`config.mk`:
```
export PLATFORM = sky130hd
export DESIGN_NAME = dlytest_seq
export DESIGN_NICKNAME = d
export VERILOG_FILES = /design/src/rtl/dlytest_pkg.sv /design/src/rtl/dlytest_rst_sync.sv /design/src/rtl/dlytest_bit_counter.sv /design/src/rtl/dlytest_resp_unload.sv /design/src/rtl/dlytest_seq_fsm.sv /design/src/rtl/dlytest_seq.sv
export SDC_FILE = /design/constraint.sdc
export NUM_CORES = 1
export LEC_CHECK = 0
export BUFFER_PORTS_ARGS = -buffer_cell sky130_fd_sc_hd__buf_4
export CAP_MARGIN = 15
export CORE_MARGIN = 5
export CORE_UTILIZATION = 35
export CTS_CLUSTER_SIZE = 20
export DETAILED_ROUTE_END_ITERATION = 10
export MAX_ROUTING_LAYER = met4
export SLEW_MARGIN = 30
export SYNTH_ARGS = -nofsm -noshare
export SYNTH_HDL_FRONTEND = slang
export SYNTH_SLANG_ARGS = --single-unit
```
`constraint.sdc`:
```
create_clock -name clk -period 2.95 [get_ports clk]
set_input_delay 0.4425 -clock clk [delete_from_list [all_inputs] [get_ports clk]]
set_output_delay 0.4425 -clock clk [all_outputs]
set_load 0.01 [all_outputs]
```
`src/rtl/dlytest_pkg.sv`:
```
package dlytest_pkg;

  typedef enum logic [2:0] {
    SQ_IDLE      = 3'd0,
    SQ_LOAD      = 3'd1,
    SQ_LAUNCH_SH = 3'd2,
    SQ_LAUNCH_FN = 3'd3,
    SQ_CAPTURE   = 3'd4,
    SQ_UNLOAD    = 3'd5
  } sq_state_e;

  typedef struct packed {
    logic tclk_en;
    logic se;
    logic fast;
    logic take;
  } sq_ctrl_t;

  localparam sq_ctrl_t SQ_CTRL_OFF = '{tclk_en: 1'b0, se: 1'b0, fast: 1'b0, take: 1'b0};

endpackage

```
`src/rtl/dlytest_rst_sync.sv`:
```
module dlytest_rst_sync #(
  parameter int STAGES = 2
) (
  input  logic clk,
  input  logic rst_n,
  output logic rst_sync_n
);

  logic [STAGES-1:0] sync_q;

  always_ff @(posedge clk or negedge rst_n) begin
    if (!rst_n) begin
      sync_q <= '0;
    end else begin
      sync_q <= {sync_q[STAGES-2:0], 1'b1};
    end
  end

  assign rst_sync_n = sync_q[STAGES-1];

endmodule

```
`src/rtl/dlytest_bit_counter.sv`:
```
module dlytest_bit_counter #(
  parameter int CHAIN_LEN = 8,
  localparam int CNT_W = (CHAIN_LEN > 2) ? $clog2(CHAIN_LEN) : 1
) (
  input  logic clk,
  input  logic rst_n,
  input  logic clr_i,
  input  logic inc_i,
  output logic last_o
);

  logic [CNT_W-1:0] cnt_q;
  logic [CNT_W-1:0] cnt_d;
  logic             cnt_en;

  assign last_o = (cnt_q == CNT_W'(CHAIN_LEN - 1));
  assign cnt_en = clr_i | inc_i;

  always_comb begin
    cnt_d = cnt_q;
    if (clr_i) begin
      cnt_d = '0;
    end else if (inc_i) begin
      cnt_d = last_o ? '0 : cnt_q + CNT_W'(1);
    end
  end

  always_ff @(posedge clk or negedge rst_n) begin
    if (!rst_n) begin
      cnt_q <= '0;
    end else if (cnt_en) begin
      cnt_q <= cnt_d;
    end
  end

endmodule

```
`src/rtl/dlytest_resp_unload.sv`:
```
module dlytest_resp_unload #(
  parameter int CHAIN_LEN = 8
) (
  input  logic                 clk,
  input  logic                 rst_n,
  input  logic                 shift_i,
  input  logic                 last_i,
  input  logic                 scan_out_i,
  output logic [CHAIN_LEN-1:0] resp_o,
  output logic                 done_o
);

  logic [CHAIN_LEN-1:0] resp_q;
  logic [CHAIN_LEN-1:0] resp_d;
  logic                 done_q;
  logic                 done_d;

  always_comb begin
    resp_d = {resp_q[CHAIN_LEN-2:0], scan_out_i};
    done_d = shift_i & last_i;
  end

  always_ff @(posedge clk or negedge rst_n) begin
    if (!rst_n) begin
      resp_q <= '0;
    end else if (shift_i) begin
      resp_q <= resp_d;
    end
  end

  always_ff @(posedge clk or negedge rst_n) begin
    if (!rst_n) begin
      done_q <= 1'b0;
    end else begin
      done_q <= done_d;
    end
  end

  assign resp_o = resp_q;
  assign done_o = done_q;

endmodule

```
`src/rtl/dlytest_seq_fsm.sv`:
```
module dlytest_seq_fsm
  import dlytest_pkg::*;
(
  input  logic     clk,
  input  logic     rst_n,
  input  logic     start_i,
  input  logic     mode_i,
  input  logic     last_i,
  output sq_ctrl_t ctrl_o,
  output logic     cnt_clr_o,
  output logic     cnt_inc_o,
  output logic     unload_o
);

  sq_state_e state_q, state_d;
  logic      mode_q, mode_d;
  logic      primed_q, primed_d;
  logic      launch_pick;

  // Launch state for a given mode bit: 1 shifts, 0 clocks functionally.
  always_comb begin
    launch_pick = (state_q == SQ_IDLE) ? mode_i : mode_q;
  end

  always_comb begin
    state_d  = state_q;
    mode_d   = mode_q;
    primed_d = primed_q;
    unique case (state_q)
      SQ_IDLE: begin
        if (start_i) begin
          mode_d   = mode_i;
          primed_d = 1'b0;
          if (primed_q) begin
            state_d = launch_pick ? SQ_LAUNCH_SH : SQ_LAUNCH_FN;
          end else begin
            state_d = SQ_LOAD;
          end
        end
      end
      SQ_LOAD: begin
        if (last_i) begin
          state_d = launch_pick ? SQ_LAUNCH_SH : SQ_LAUNCH_FN;
        end
      end
      SQ_LAUNCH_SH: state_d = SQ_CAPTURE;
      SQ_LAUNCH_FN: state_d = SQ_CAPTURE;
      SQ_CAPTURE:   state_d = SQ_UNLOAD;
      SQ_UNLOAD: begin
        if (last_i) begin
          state_d  = SQ_IDLE;
          primed_d = 1'b1;
        end
      end
      default: state_d = SQ_IDLE;
    endcase
  end

  always_ff @(posedge clk or negedge rst_n) begin
    if (!rst_n) begin
      state_q  <= SQ_IDLE;
      mode_q   <= 1'b0;
      primed_q <= 1'b0;
    end else begin
      state_q  <= state_d;
      mode_q   <= mode_d;
      primed_q <= primed_d;
    end
  end

  always_comb begin
    ctrl_o    = SQ_CTRL_OFF;
    cnt_clr_o = 1'b0;
    cnt_inc_o = 1'b0;
    unload_o  = 1'b0;
    unique case (state_q)
      SQ_IDLE: begin
        cnt_clr_o = 1'b1;
      end
      SQ_LOAD: begin
        ctrl_o    = '{tclk_en: 1'b1, se: 1'b1, fast: 1'b0, take: 1'b1};
        cnt_inc_o = 1'b1;
      end
      SQ_LAUNCH_SH: begin
        ctrl_o = '{tclk_en: 1'b1, se: 1'b1, fast: 1'b1, take: 1'b1};
      end
      SQ_LAUNCH_FN: begin
        ctrl_o = '{tclk_en: 1'b1, se: 1'b0, fast: 1'b1, take: 1'b0};
      end
      SQ_CAPTURE: begin
        ctrl_o = '{tclk_en: 1'b1, se: 1'b0, fast: 1'b1, take: 1'b0};
      end
      SQ_UNLOAD: begin
        ctrl_o    = '{tclk_en: 1'b1, se: 1'b1, fast: 1'b0, take: 1'b1};
        cnt_inc_o = 1'b1;
        unload_o  = 1'b1;
      end
      default: begin
        cnt_clr_o = 1'b1;
      end
    endcase
  end

endmodule

```
`src/rtl/dlytest_seq.sv`:
```
module dlytest_seq
  import dlytest_pkg::*;
#(
  parameter int CHAIN_LEN = 8
) (
  input  logic                 clk,
  input  logic                 rst_n,
  input  logic                 start_i,
  input  logic                 mode_i,
  input  logic                 pat_bit_i,
  output logic                 pat_take_o,
  output logic                 scan_en_o,
  output logic                 scan_in_o,
  input  logic                 scan_out_i,
  output logic                 fast_clk_o,
  output logic                 tclk_en_o,
  output logic                 done_o,
  output logic [CHAIN_LEN-1:0] resp_o
);

  logic     rst_int_n;
  sq_ctrl_t ctrl;
  logic     cnt_clr, cnt_inc, cnt_last, unload;

  dlytest_rst_sync #(.STAGES(2)) i_rst_sync (
    .clk        (clk),
    .rst_n      (rst_n),
    .rst_sync_n (rst_int_n)
  );

  dlytest_seq_fsm i_fsm (
    .clk       (clk),
    .rst_n     (rst_int_n),
    .start_i   (start_i),
    .mode_i    (mode_i),
    .last_i    (cnt_last),
    .ctrl_o    (ctrl),
    .cnt_clr_o (cnt_clr),
    .cnt_inc_o (cnt_inc),
    .unload_o  (unload)
  );

  dlytest_bit_counter #(.CHAIN_LEN(CHAIN_LEN)) i_cnt (
    .clk    (clk),
    .rst_n  (rst_int_n),
    .clr_i  (cnt_clr),
    .inc_i  (cnt_inc),
    .last_o (cnt_last)
  );

  dlytest_resp_unload #(.CHAIN_LEN(CHAIN_LEN)) i_unload (
    .clk        (clk),
    .rst_n      (rst_int_n),
    .shift_i    (unload),
    .last_i     (cnt_last),
    .scan_out_i (scan_out_i),
    .resp_o     (resp_o),
    .done_o     (done_o)
  );

  assign pat_take_o = ctrl.take;
  assign scan_en_o  = ctrl.se;
  assign scan_in_o  = ctrl.take & pat_bit_i;
  assign fast_clk_o = ctrl.fast;
  assign tclk_en_o  = ctrl.tclk_en;

endmodule

```
* After elaboration in Yosys (flattened, before gate mapping) *
Cells that the tools add are included.

operators by class
  add/subtract/negate cells = 1
  eq/ne operators = 10
  multiplexer cells = 17
  bitwise operators = 3
  reductions and logical operators = 10

operators with widths
  operator                                                                  number
  3-bit 2-to-1 mux                                                          7
  3-bit case mux with 5 select lines                                        1
  4-bit case mux with 3 select lines                                        1
  3-bit equality test (second input constant)                               3
  1-bit 2-to-1 mux                                                          7
  3-bit by 2-bit equality test with 1-bit output (second input constant)    2
  2-bit by 1-bit inequality test with 1-bit output (second input constant)  3
  3-bit AND reduction                                                       2
  2-bit OR reduction                                                        3
  5-bit OR reduction                                                        1
  2-bit AND reduction                                                       2
  3-bit by 1-bit adder with 3-bit output (second input constant)            1
  3-bit by 1-bit equality test with 1-bit output (second input constant)    1
  3-bit logical NOT                                                         1
  1-bit bitwise AND                                                         2
  2-bit inequality test (second input constant)                             1
  1-bit case mux with 2 select lines                                        1
  2-bit nonzero test                                                        1
  1-bit bitwise OR                                                          1

word-level totals
  register bits = 19
  input bits = 6
  logic and storage cells = 48

* Logic depth before layout (Yosys ltp) *
Gate-level depths: netlist of run 1.

  depth in word-level cells = 6
  gate-level depth with buffers = 5
  depth with buffers taken out = 5

* Modules after synthesis *
From an unflattened synthesis of run 1, not the netlist that was laid out.

second synthesis, totals
  cells, all modules = 68
  area total of the unflattened synthesis = 913.4 µm²

by module, submodules not included
  module               instances  cells each  area each (µm²)  seq. area each (µm²)
  dlytest_resp_unload  1          19          364.1            225.2
  dlytest_seq_fsm      1          33          337.8            125.1
  dlytest_bit_counter  1          12          151.4            75.1
  dlytest_rst_sync     1          3           53.8             50.0
  dlytest_seq          1          1           6.3              0.0

* Least setup slack after synthesis of run 1 *
Ideal clock, no wire load.

  kind = reg2out
  from = reg i_fsm.state_q[0]
  to = out scan_in_o
  arrival = 1,023 ps
  path slack = 1,485 ps
  cell stages (with the launch flop) = 5
  cells stage by stage = dfrtp_1 -> buf_6 -> nor2_2 -> a21o_1 -> and2_1

between the ends
  cells in the longest elaborated chain, start to end = 4
  elaborated cells on any way between the ends = 9
  classes of those cells = eq/ne (5); mux (1); bitwise (1); reduce/logical (2)

ends and longest elaborated chain
  what                                                                          RTL line               text
  start, declared                                                               dlytest_seq_fsm.sv:15  sq_state_e state_q, state_d;
  start signal, assigned                                                        dlytest_seq_fsm.sv:65  state_q <= state_d;
  3-bit by 1-bit equality test with 1-bit output, or another cell as far along  dlytest_seq_fsm.sv:76  unique case (state_q)
  2-bit OR reduction (no line)                                                  n/a
  4-bit case mux with 3 select lines (*)                                        dlytest_seq_fsm.sv:76
  named net pat_take_o                                                          dlytest_seq.sv:11      output logic pat_take_o,
  1-bit bitwise AND (*)                                                         dlytest_seq.sv:63      assign scan_in_o = ctrl.take & pat_bit_i;
  end, declared                                                                 dlytest_seq.sv:13      output logic scan_in_o,

The timed path passes the listed nets; every way through them passes the cells marked *.

* Worst setup path in the final report of run 1 *
  from = reg i_fsm.state_q[0]
  to = out scan_in_o

between the ends
  cells in the longest elaborated chain, start to end = 4
  elaborated cells on any way between the ends = 9
  classes of those cells = eq/ne (5); mux (1); bitwise (1); reduce/logical (2)

ends and longest elaborated chain
  what                                                                          RTL line
  3-bit by 1-bit equality test with 1-bit output, or another cell as far along  dlytest_seq_fsm.sv:76
  2-bit OR reduction (no line)                                                  n/a
  4-bit case mux with 3 select lines (*)                                        dlytest_seq_fsm.sv:76
  1-bit bitwise AND (*)                                                         dlytest_seq.sv:63

Mark *: on every way between the ends. The rest lies on a longest branch, timed or not.

==> qor.csv, run 1 <==
metric,value,unit
drt-total-wl,1530,microns
crit-reg2reg-launch,i_fsm.state_q[0]$_DFFE_PN0P_,
fp-row-count,18,
synth_cells,71,
avgRoutedWirePerCell,12.7,microns
p_int,0.735,mW
diodes,0,
slowest_stage,dfrtp_1,
grt_max_degree,18,
grt_pass1_wl,2520,microns
vias,575,
numCtsBuffers,3,
crit_chain,"nor2b_1, a21o_1, and2_1, buf_4",
drt_pass1_iterations,4,
irDropWorstVdd,0.000530,V
insertion_delay,0.29,ns
syn_area_per_cell,12.8,sq um
critical_path_required,2.51,ns
grt_pass1_vias,564,
power_frac_clock,11.4,%
tritoncts,built,
synth_most_common_cell,dfrtp_1,
die_area,0.00372,sq mm
p_comb_share,44.9,%
synth_commonest_cells,"dfrtp_1 (19), mux2_4 (8), nand2_1 (4), nor2_1 (4)",
cts_sinks,19,
ys_ff_latch,19,
crit_path_end_kind,primary output,
gp_congestion,0.774,
start_kind,flop,
synth_top_area_share,52.2,%
p_sw,0.390,mW
reg2reg_depth,2,
dp_hpwl,1110,microns
ys_warn_count,0,
syn2layout_area_growth,18.5,%
finalClockSkew,0.00236,ns
startpoint,i_fsm.state_q[0]$_DFFE_PN0P_,
via_per_inst,4.79,
p_sw_share,34.7,%
overflow,0,
layout-drive-gt1-share,42.2,%
pwr-share-seq,43.7,%
cp.arrival,1.56,ns
fmax,0.500,GHz
fin_setup_tns,0,ns
hp-class,flop to asynchronous set/reset pin,
ys_seq_area_share,52.2,%
cts_max_level,1,
crit_type,flop to primary output,
initial_utilization,36.8,%
slew_headroom,53.8,%
synthTopCellsByArea,"dfrtp_1 (52%), mux2_4 (13%), buf_6 (3.7%)",
dp_slack,1.28,ns
worstMarginPinSlew,0.693,ns
powerDensity,1040,mW/mm^2
ant_nets,0,
synthArstFlopShare,100,%
finalHoldViolations,0,
finalNetCount,99,
ys.flop_type,dfrtp_1,
p_leak,0.522,nW
path_clk_slew,0.10,ns
coreArea,0.00248,sq mm
die_x,61.0,microns
fin_crit_sh,67.8,%
rsz0062_at_grt,false,
drv_cap,0,
cp_max_fo,12,
io_buffers,19,
synthesis.nets,79,
route.detailed.drc,0,
slew_viol_final,0,
synth_largest_area_cell,dfrtp_1,
die_y,61.0,microns
status,finished clean,
grt_antenna_before_repair,0,
grtUsageTotal,9.37,%
netlist_area,911,sq um
synth_edf_count,0,
ys_types,28,
ios,20,
setup_viol,0,
clockBufferDepth,2,
fin_ws,0.950,ns
slowest_delay,0.56,ns
drtIter0Drc,19,
rrSetupSlack,1.55,ns
clock-root-buffer,clkbuf_4,
min_period,2.00,ns
==> what timing repair did <==
| action | 4_1_cts | 5_1_grt |
|---|---|---|
| buffers inserted | 0 | 0 |
| resized for setup | 0 | 0 |
| endpoints found under the hold margin | 2 | 0 |
| hold buffers | 1 | 0 |
==> sequential cells by signal, indices dropped and copies added, names as in the netlist <==
signal / cells
i_cnt.cnt_q: 3
i_fsm.mode_q: 1
i_fsm.primed_q: 1
i_fsm.state_q: 3
i_rst_sync.sync_q: 2
i_unload.done_o: 1
i_unload.resp_o: 8
==> kinds of logic after synthesis <==
| kind of cell | count (synthesis) | synth area share, % |
|---|---|---|
| other | 1 | 0.412 |
| muxes | 9 | 14.4 |
| buffers and inverters | 6 | 5.77 |
| adders and majority gates | 2 | 2.75 |
| DFF | 19 | 52.2 |
| and+or+nand+nor | 20 | 14.0 |
| AOI/OAI and AO/OA | 14 | 10.4 |
==> layout by cell type (no fill, tap or decap), types with 2 or more instances in the layout <==
cell / instances
nor2_2: 2
ha_1: 2
nor2_1: 4
dfrtp_1: 19
a21o_1: 3
buf_4: 19
nand2_1: 4
mux2_4: 8
a22oi_1: 3
a211oi_1: 2
clkbuf_4: 3
o21ai_1: 3
==> per-stage QoR <==
stage	area, sq um	power [mW]	hold slack, ns	std cells	util, %
final	1080	1.12	0.290	120	43.6
after CTS	1080	1.14	0.320	120	43.6
after detailed placement	1040	1.01	0.226	115	42.1
after global routing	1080	1.21	0.370	120	43.6
after floorplan	911	0.857	0.147	71	-
after global placement	1040	0.999	0.226	115	42.1
==> power groups by stage <==
stage / combinational [mW] / sequential, mW / clock (mW)
floorplan: 0.383 / 0.474 / 0
global placement: 0.506 / 0.493 / 0
detailed placement: 0.513 / 0.497 / 0
CTS: 0.515 / 0.493 / 0.135
global route: 0.555 / 0.511 / 0.146
finish: 0.505 / 0.492 / 0.128
==> cell type report <==
cell class                      instances  area (sq um)
Sequential cell                        19           475
Clock inverter                          1          5.00
Tap cell                               30          37.5
Timing Repair Buffer                   20           153
Multi-Input combinational cell         46           383
Fill cell                             249          1400
Inverter                                1          3.75
Clock buffer                            3          22.5
==> worst paths after layout <==
kind	end
max in group asynchronous	i_unload.resp_o[2]$_DFFE_PN0P_
min in group clk	i_rst_sync.sync_q[1]$_DFF_PN0_
worst min register to register	i_cnt.cnt_q[1]$_DFFE_PN0P_
worst max register to register	i_unload.resp_o[6]$_DFFE_PN0P_
worst min-delay path	i_cnt.cnt_q[1]$_DFFE_PN0P_
worst max-delay path	scan_in_o
==> worst max-delay path, delay by kind of cell, from the launching register on <==
kind / cells / cell delay (ns)
flops: 1 / 0.56
buf+inv: 1 / 0.14
simple gates: 2 / 0.38
compound gates: 1 / 0.19
==> routing by layer <==
layer  wire length, microns  global-route usage, %  vias up  share of wire [%]
li1                       -                      -      282                  -
met1                    747                   11.6      271                 49
met2                    655                   14.5       20                 43
met3                    117                   3.77        2                7.7
met4                      8                   1.86        0               0.52
met5                      0                      -        -                  0
No activity file was read; power rests on OpenSTA's default activity.
==> run 2: changes to the inputs <==
--- a/config.mk
+++ b/config.mk
@@ -5,6 +5,7 @@
 export SDC_FILE = /design/constraint.sdc
 export NUM_CORES = 1
 export LEC_CHECK = 0
+export ABC_AREA = 1
 export BUFFER_PORTS_ARGS = -buffer_cell sky130_fd_sc_hd__buf_4
 export CAP_MARGIN = 15
 export CORE_MARGIN = 5
==> constraint.sdc (replaced) <==
create_clock -name clk -period 2 [get_ports clk]
set_input_delay 0.3 -clock clk [delete_from_list [all_inputs] [get_ports clk]]
set_output_delay 0.3 -clock clk [all_outputs]
set_load 0.01 [all_outputs]
==> qor.csv, run 2 <==
metric,value,unit,change
status,finished clean,,unchanged
hold_buffers,1,,unchanged
crit_path_end_kind,primary output,,unchanged
ys_warn_count,0,,unchanged
via_per_inst,4.55,,was 4.79
synth_simple_gate_area_share,30.7,%,was 14.0%
synth_cells,98,,was 71
reg2reg_depth,8,,was 2
dp.cells,146,,was 115
finalHoldViolations,0,,unchanged
p_sw,0.834,mW,was 0.390 mW
die_y,60.0,microns,was 61.0 microns
clockBufferDepth,2,,unchanged
cp.arrival,1.36,ns,was 1.56 ns
r2r-end,i_fsm.state_q[0]$_DFFE_PN0P_,,was i_unload.resp_o[6]$_DFFE_PN0P_
worstMarginPinSlew,0.682,ns,was 0.693 ns
final_cell_mix,"nand2_1 (34), buf_4 (21), dfrtp_1 (19)",,"was dfrtp_1 (19), buf_4 (19), mux2_4 (8)"
grt_max_degree,18,,unchanged
irDropWorstVdd,0.000881,V,was 0.000530 V
synthXorXnorAreaFrac,0,%,unchanged
synthTopCellsByArea,"dfrtp_1 (54%), nand2_1 (15%), nand3_1 (8.0%)",,"was dfrtp_1 (52%), mux2_4 (13%), buf_6 (3.7%)"
drtIter0Drc,11,,was 19
synth_edf_count,0,,unchanged
p_leak,0.601,nW,was 0.522 nW
ys.flop_type,dfrtp_1,,unchanged
insertion_delay,0.28,ns,was 0.29 ns
route.detailed.drc,0,,unchanged
die_area,0.00360,sq mm,was 0.00372 sq mm
ant_nets,0,,unchanged
gp_congestion,0.795,,was 0.774
drt_pass1_iterations,4,,unchanged
rsz0062_at_grt,false,,unchanged
fin_crit_sh,83.1,%,
critical_path_required,1.70,ns,was 2.51 ns
syn_area_per_cell,8.94,sq um,was 12.8 sq um
register_area,475,sq um,unchanged
dp_slack,0.659,ns,was 1.28 ns
ios,20,,unchanged
diodes,0,,unchanged
synth_largest_area_cell,dfrtp_1,,unchanged
synth_top_family_by_area,simple AND/OR/NAND/NOR gates,,was multiplexers
min_period,1.66,ns,
grtUsageTotal,11.0,%,was 9.37%
slew_headroom,54.6,%,was 53.8%
ys_types,17,,was 28
synth_compound_area_share,4.00,%,was 10.4%
path_clk_slew,0.10,ns,about the same
finalNonFillerCells,151,,was 120
crit_type,flop to primary output,,unchanged
cts_sinks,19,,unchanged
pwr-share-seq,36.0,%,was 43.7%
ctsResizeCount,0,,unchanged
grt_pass1_vias,711,,was 564
p_comb_share,54.1,%,was 44.9%
crit-reg2reg-launch,i_cnt.cnt_q[0]$_DFFE_PN0P_,,was i_fsm.state_q[0]$_DFFE_PN0P_
io_buffers,19,,unchanged
start_kind,flop,,unchanged
synth_commonest_cells,"nand2_1 (34), dfrtp_1 (19), nand3_1 (14)",,"was dfrtp_1 (19), mux2_4 (8), nand2_1 (4), nor2_1 (4)"
cp_max_fo,5,,was 12
drv_cap,0,,unchanged
dp_hpwl,1270,microns,was 1110 microns
slew_viol_final,0,,unchanged
syn2layout_area_growth,23.4,%,was 18.5%
grt_antenna_before_repair,0,,unchanged
synthesis.nets,106,,was 79
coreArea,0.00243,sq mm,was 0.00248 sq mm
fin_setup_tns,0,ns,unchanged
ys_seq_area_share,54.3,%,was 52.2%
holdCritStartpoint,scan_out_i,,
power,1.89,mW,was 1.12 mW
clock-root-buffer,clkbuf_4,,unchanged
initial_utilization,36.0,%,was 36.8%
avgRoutedWirePerCell,10.9,microns,was 12.7 microns
hold_path_end,i_unload.resp_o[0]$_DFFE_PN0P_,,
die_x,60.0,microns,was 61.0 microns
power_frac_clock,9.9,%,was 11.4%
postLayoutCoreUtil,44.4,%,was 43.6%
synth_adder_area_share,2.86,%,was 2.75%
tritoncts,built,,unchanged
cts_post_setup_buffers_inserted,0,,unchanged
vias,687,,was 575
cts_max_level,1,,unchanged
mostFrequentLayoutCell,nand2_1,,
synth_top_area_share,54.3,%,was 52.2%
fin_ws,0.337,ns,was 0.950 ns
synth_mux_area_share,0,%,was 14.4%
setup_viol,0,,unchanged
largest_register_ffs,8,,unchanged
drt-total-wl,1650,microns,was 1530 microns
numCtsBuffers,3,,unchanged
finalNetCount,130,,was 99
synthArstFlopShare,100,%,unchanged
multi_input_area,333,sq um,was 383 sq um
powerDensity,1750,mW/mm^2,was 1040 mW/mm^2
rrSetupSlack,0.67,ns,was 1.55 ns
fp-row-count,18,,unchanged
p_sw_share,44.1,%,was 34.7%
synth_most_common_cell,nand2_1,,was dfrtp_1
netlist_area,876,sq um,was 911 sq um
n_fill_cell,251,,was 249
layout-drive-gt1-share,28.9,%,was 42.2%
ys_ff_latch,19,,unchanged
fmax,0.601,GHz,
overflow,0,,unchanged
hp-class,input pin to flop,,was flop to asynchronous set/reset pin
finalClockSkew,0.00185,ns,was 0.00236 ns
worstHoldPathCells,3,,
grt_pass1_wl,2970,microns,was 2520 microns
p_int,1.06,mW,was 0.735 mW
## run 2: cell count changes after synthesis, sizes merged, moves of 3 or more
cell   previous run  this run
a21o              3         0
a22oi             3         0
inv               1        11
mux2              9         0
nand2             4        36
nand3             1        14
## run 2: through the flow
stage               instance area, sq um  hold WS (ns)
floorplan                            876       0.00441
detailed placement                  1040        0.0843
CTS                                 1080         0.240
finish                              1080         0.246
global placement                    1040        0.0833
global route                        1080         0.262
## run 2: power by group through the flow
stage | clock network (mW) | registers (mW) | logic [mW]
2_1_floorplan | 0 | 0.696 | 0.686
3_3_place_gp | 0 | 0.685 | 1.02
3_5_place_dp | 0 | 0.688 | 1.04
4_1_cts | 0.193 | 0.684 | 1.05
5_1_grt | 0.210 | 0.704 | 1.16
6_report | 0.187 | 0.681 | 1.02
## run 2: worst max-delay path, stage by stage (launching register included)
cell,delay (ns)
dfrtp_1,0.48
nor2_2,0.19
nor2_2,0.06
nor2_4,0.12
inv_2,0.06
nand2_1,0.05
buf_4,0.11
## run 2: cells by family (layout without fill, tap and decap cells)
group	Yosys count	count (layout)
adder cells (fa/ha/maj)	2	2
AND/OR/NAND/NOR	57	57
AO/OA/AOI/OAI	5	5
other	1	1
buffers and inverters	14	37
flip-flops	19	19
## run 2: routing by layer
metal	up-vias	share of wire [%]	wire (microns)	global-route usage [%]
met5	-	0	0	-
li1	347	-	-	-
met1	315	48	789	14.3
met3	2	6.4	105	1.30
met2	23	45	742	17.1
met4	0	0.49	8	4.75
## run 2: layout make-up
cell class	count	share of cell area, %
flip-flops and latches	19	44.0
multi-input cells	65	30.8
repair buffers	22	15.5
inverters	11	3.82
well taps	30	3.47
clock buffers	4	2.43
## run 2: how the worst max path moves through the flow
stage	startpoint	endpoint	slack (ns)	depth (start not counted)
global placement	i_fsm.state_q[1]$_DFFE_PN0P_	tclk_en_o	0.69	6
CTS	i_fsm.state_q[1]$_DFFE_PN0P_	tclk_en_o	0.32	6
global route	i_fsm.state_q[1]$_DFFE_PN0P_	tclk_en_o	0.21	6
floorplan	i_fsm.state_q[1]$_DFFE_PN0P_	scan_en_o	0.72	4
finish	i_fsm.state_q[1]$_DFFE_PN0P_	tclk_en_o	0.34	6
detailed placement	i_fsm.state_q[1]$_DFFE_PN0P_	tclk_en_o	0.66	6
==> run 3: changes to the inputs <==
==> constraint.sdc (replaced) <==
create_clock -name clk -period 1.5 [get_ports clk]
set_input_delay 0.225 -clock clk [delete_from_list [all_inputs] [get_ports clk]]
set_output_delay 0.225 -clock clk [all_outputs]
set_load 0.01 [all_outputs]
==> qor.csv, run 3 (synthesis gave the netlist of run 2 again) <==
metric,value,unit,change
dp_hpwl,1260,microns,was 1270 microns
min_period,1.51,ns,
vias,717,,was 687
crit_path_end_kind,primary output,,unchanged
coreArea,0.00243,sq mm,unchanged
path_clk_slew,0.11,ns,was 0.10 ns
rrSetupSlack,0.17,ns,was 0.67 ns
finalNetCount,137,,was 130
ant_nets,0,,unchanged
holdCritStartpoint,scan_out_i,,unchanged
mostFrequentLayoutCell,nand2_1,,unchanged
die_y,60.0,microns,unchanged
drt-total-wl,1810,microns,was 1650 microns
crit_type,flop to primary output,,unchanged
initial_utilization,36.0,%,unchanged
hp-class,input pin to flop,,unchanged
critical_path_required,1.27,ns,was 1.70 ns
multi_input_area,349,sq um,was 333 sq um
irDropWorstVdd,0.00122,V,was 0.000881 V
p_leak,0.635,nW,was 0.601 nW
rsz0062_at_grt,true,,was false
hold_path_end,i_unload.resp_o[0]$_DFFE_PN0P_,,unchanged
grt_max_degree,18,,unchanged
hold_slack,0.163,ns,was 0.246 ns
n_fill_cell,257,,was 251
reg2reg_depth,7,,was 8
syn2layout_area_growth,32.1,%,was 23.4%
die_area,0.00360,sq mm,unchanged
crit-reg2reg-launch,i_fsm.state_q[1]$_DFFE_PN0P_,,was i_cnt.cnt_q[0]$_DFFE_PN0P_
avgRoutedWirePerCell,11.4,microns,was 10.9 microns
fin_ws,-0.0108,ns,was 0.337 ns
grt_antenna_before_repair,0,,unchanged
insertion_delay,0.29,ns,was 0.28 ns
tritoncts,built,,unchanged
clock-root-buffer,clkbuf_4,,unchanged
finalNonFillerCells,158,,was 151
gp_congestion,0.804,,was 0.795
fmax,0.662,GHz,
grtUsageTotal,12.2,%,was 11.0%
violations,negative setup slack,,
route.detailed.drc,0,,unchanged
layout-drive-gt1-share,39.1,%,was 28.9%
finalClockSkew,0.00200,ns,was 0.00185 ns
power,2.80,mW,was 1.89 mW
r2r-end,i_unload.resp_o[2]$_DFFE_PN0P_,,was i_fsm.state_q[0]$_DFFE_PN0P_
fin_crit_sh,101,%,
cts_max_level,1,,unchanged
clockBufferDepth,2,,unchanged
postLayoutCoreUtil,47.6,%,was 44.4%
via_per_inst,4.54,,was 4.55
drv_cap,0,,unchanged
cp.arrival,1.29,ns,was 1.36 ns
die_x,60.0,microns,unchanged
dp.cells,147,,was 146
register_area,478,sq um,was 475 sq um
cts_sinks,19,,unchanged
finalHoldViolations,0,,unchanged
worstHoldPathCells,3,,unchanged
slew_viol_final,0,,unchanged
io_buffers,19,,unchanged
slew_headroom,54.1,%,was 54.6%
final_cell_mix,"nand2_1 (33), buf_4 (27), dfrtp_1 (17)",,"was nand2_1 (34), buf_4 (21), dfrtp_1 (19)"
worstMarginPinSlew,0.689,ns,was 0.682 ns
fp-row-count,18,,unchanged
grt_pass1_wl,3170,microns,was 2970 microns
ios,20,,unchanged
overflow,0,,unchanged
powerDensity,2420,mW/mm^2,was 1750 mW/mm^2
diodes,0,,unchanged
status,"finished, violations left",,was finished clean
drtIter0Drc,25,,was 11
largest_register_ffs,8,,unchanged
setup_viol,1,,was 0
grt_pass1_vias,733,,was 711
fin_setup_tns,-0.0108,ns,was 0 ns
start_kind,flop,,unchanged
numCtsBuffers,3,,unchanged
drt_pass1_iterations,4,,unchanged
cp_max_fo,3,,was 5
run 3: cell types whose count changed in the layout (fill, tap and decap cells not counted), moves of 2 or more:
| cell | change |
|---|---|
| inv_1 | -2 |
| dfrtp_1 | -2 |
| buf_4 | +6 |
| dfrtp_2 | +2 |
| inv_2 | +2 |
run 3: per-layer routing:
| metal | vias to the layer above | GRT usage, % | part of all wire, % |
|---|---|---|---|
| li1 | 359 | - | - |
| met1 | 333 | 15.9 | 49 |
| met2 | 23 | 18.1 | 45 |
| met3 | 2 | 2.38 | 6.1 |
| met4 | 0 | 5.70 | 0.55 |
| met5 | - | - | 0 |
run 3: power breakdown:
group | internal (mW) | leakage, nW | total [mW] | switching [mW]
sequential | 0.727 | 0.237 | 0.921 | 0.194
combinational | 0.764 | 0.380 | 1.62 | 0.857
clock | 0.0991 | 0.0177 | 0.254 | 0.155
run 3: final cells by class:
| cell class | instances | area share [%] |
|---|---|---|
| clock inverters | 1 | 0.432 |
| multi-input cells | 65 | 30.2 |
| flip-flops and latches | 19 | 41.3 |
| well taps | 30 | 3.24 |
| clock buffers | 3 | 1.95 |
| repair buffers | 29 | 19.4 |
| inverters | 11 | 3.57 |
run 3: how the worst max path moves through the flow:
stage	from	to	slack, ns	depth (start not counted)
floorplan	i_cnt.cnt_q[0]$_DFFE_PN0P_	i_fsm.state_q[0]$_DFFE_PN0P_	0.25	8
global placement	i_cnt.cnt_q[0]$_DFFE_PN0P_	i_fsm.state_q[0]$_DFFE_PN0P_	0.19	8
detailed placement	i_cnt.cnt_q[0]$_DFFE_PN0P_	i_fsm.state_q[0]$_DFFE_PN0P_	0.19	8
global route	i_fsm.state_q[0]$_DFFE_PN0P_	tclk_en_o	-0.07	6
finish	i_fsm.state_q[1]$_DFFE_PN0P_	scan_in_o	-0.01	5
CTS	i_fsm.state_q[1]$_DFFE_PN0P_	scan_in_o	-0.008	5
run 3: timing repair:
item / in CTS / in global routing
setup buffers: 5 / 1
cloned: 0 / 0
endpoints found under the hold margin: 2 / 0
setup endpoints to repair: 5 / 4
resized for setup: 5 / 4
hold buffers: 1 / 0
pin swaps: 5 / 1
run 3: through the flow:
step | cell area [sq um] | setup slack, ns
CTS | 1140 | -0.00755
global placement | 1050 | 0.190
detailed placement | 1050 | 0.185
global route | 1160 | -0.0728
floorplan | 876 | 0.248
finish | 1160 | -0.0108
run 3: worst max-delay path, stage by stage, from the launching register on:
cell and delay, ns:
dfrtp_2 0.47, buf_6 0.14, nor2_4 0.08, inv_2 0.06
a21boi_2 0.12, buf_4 0.12
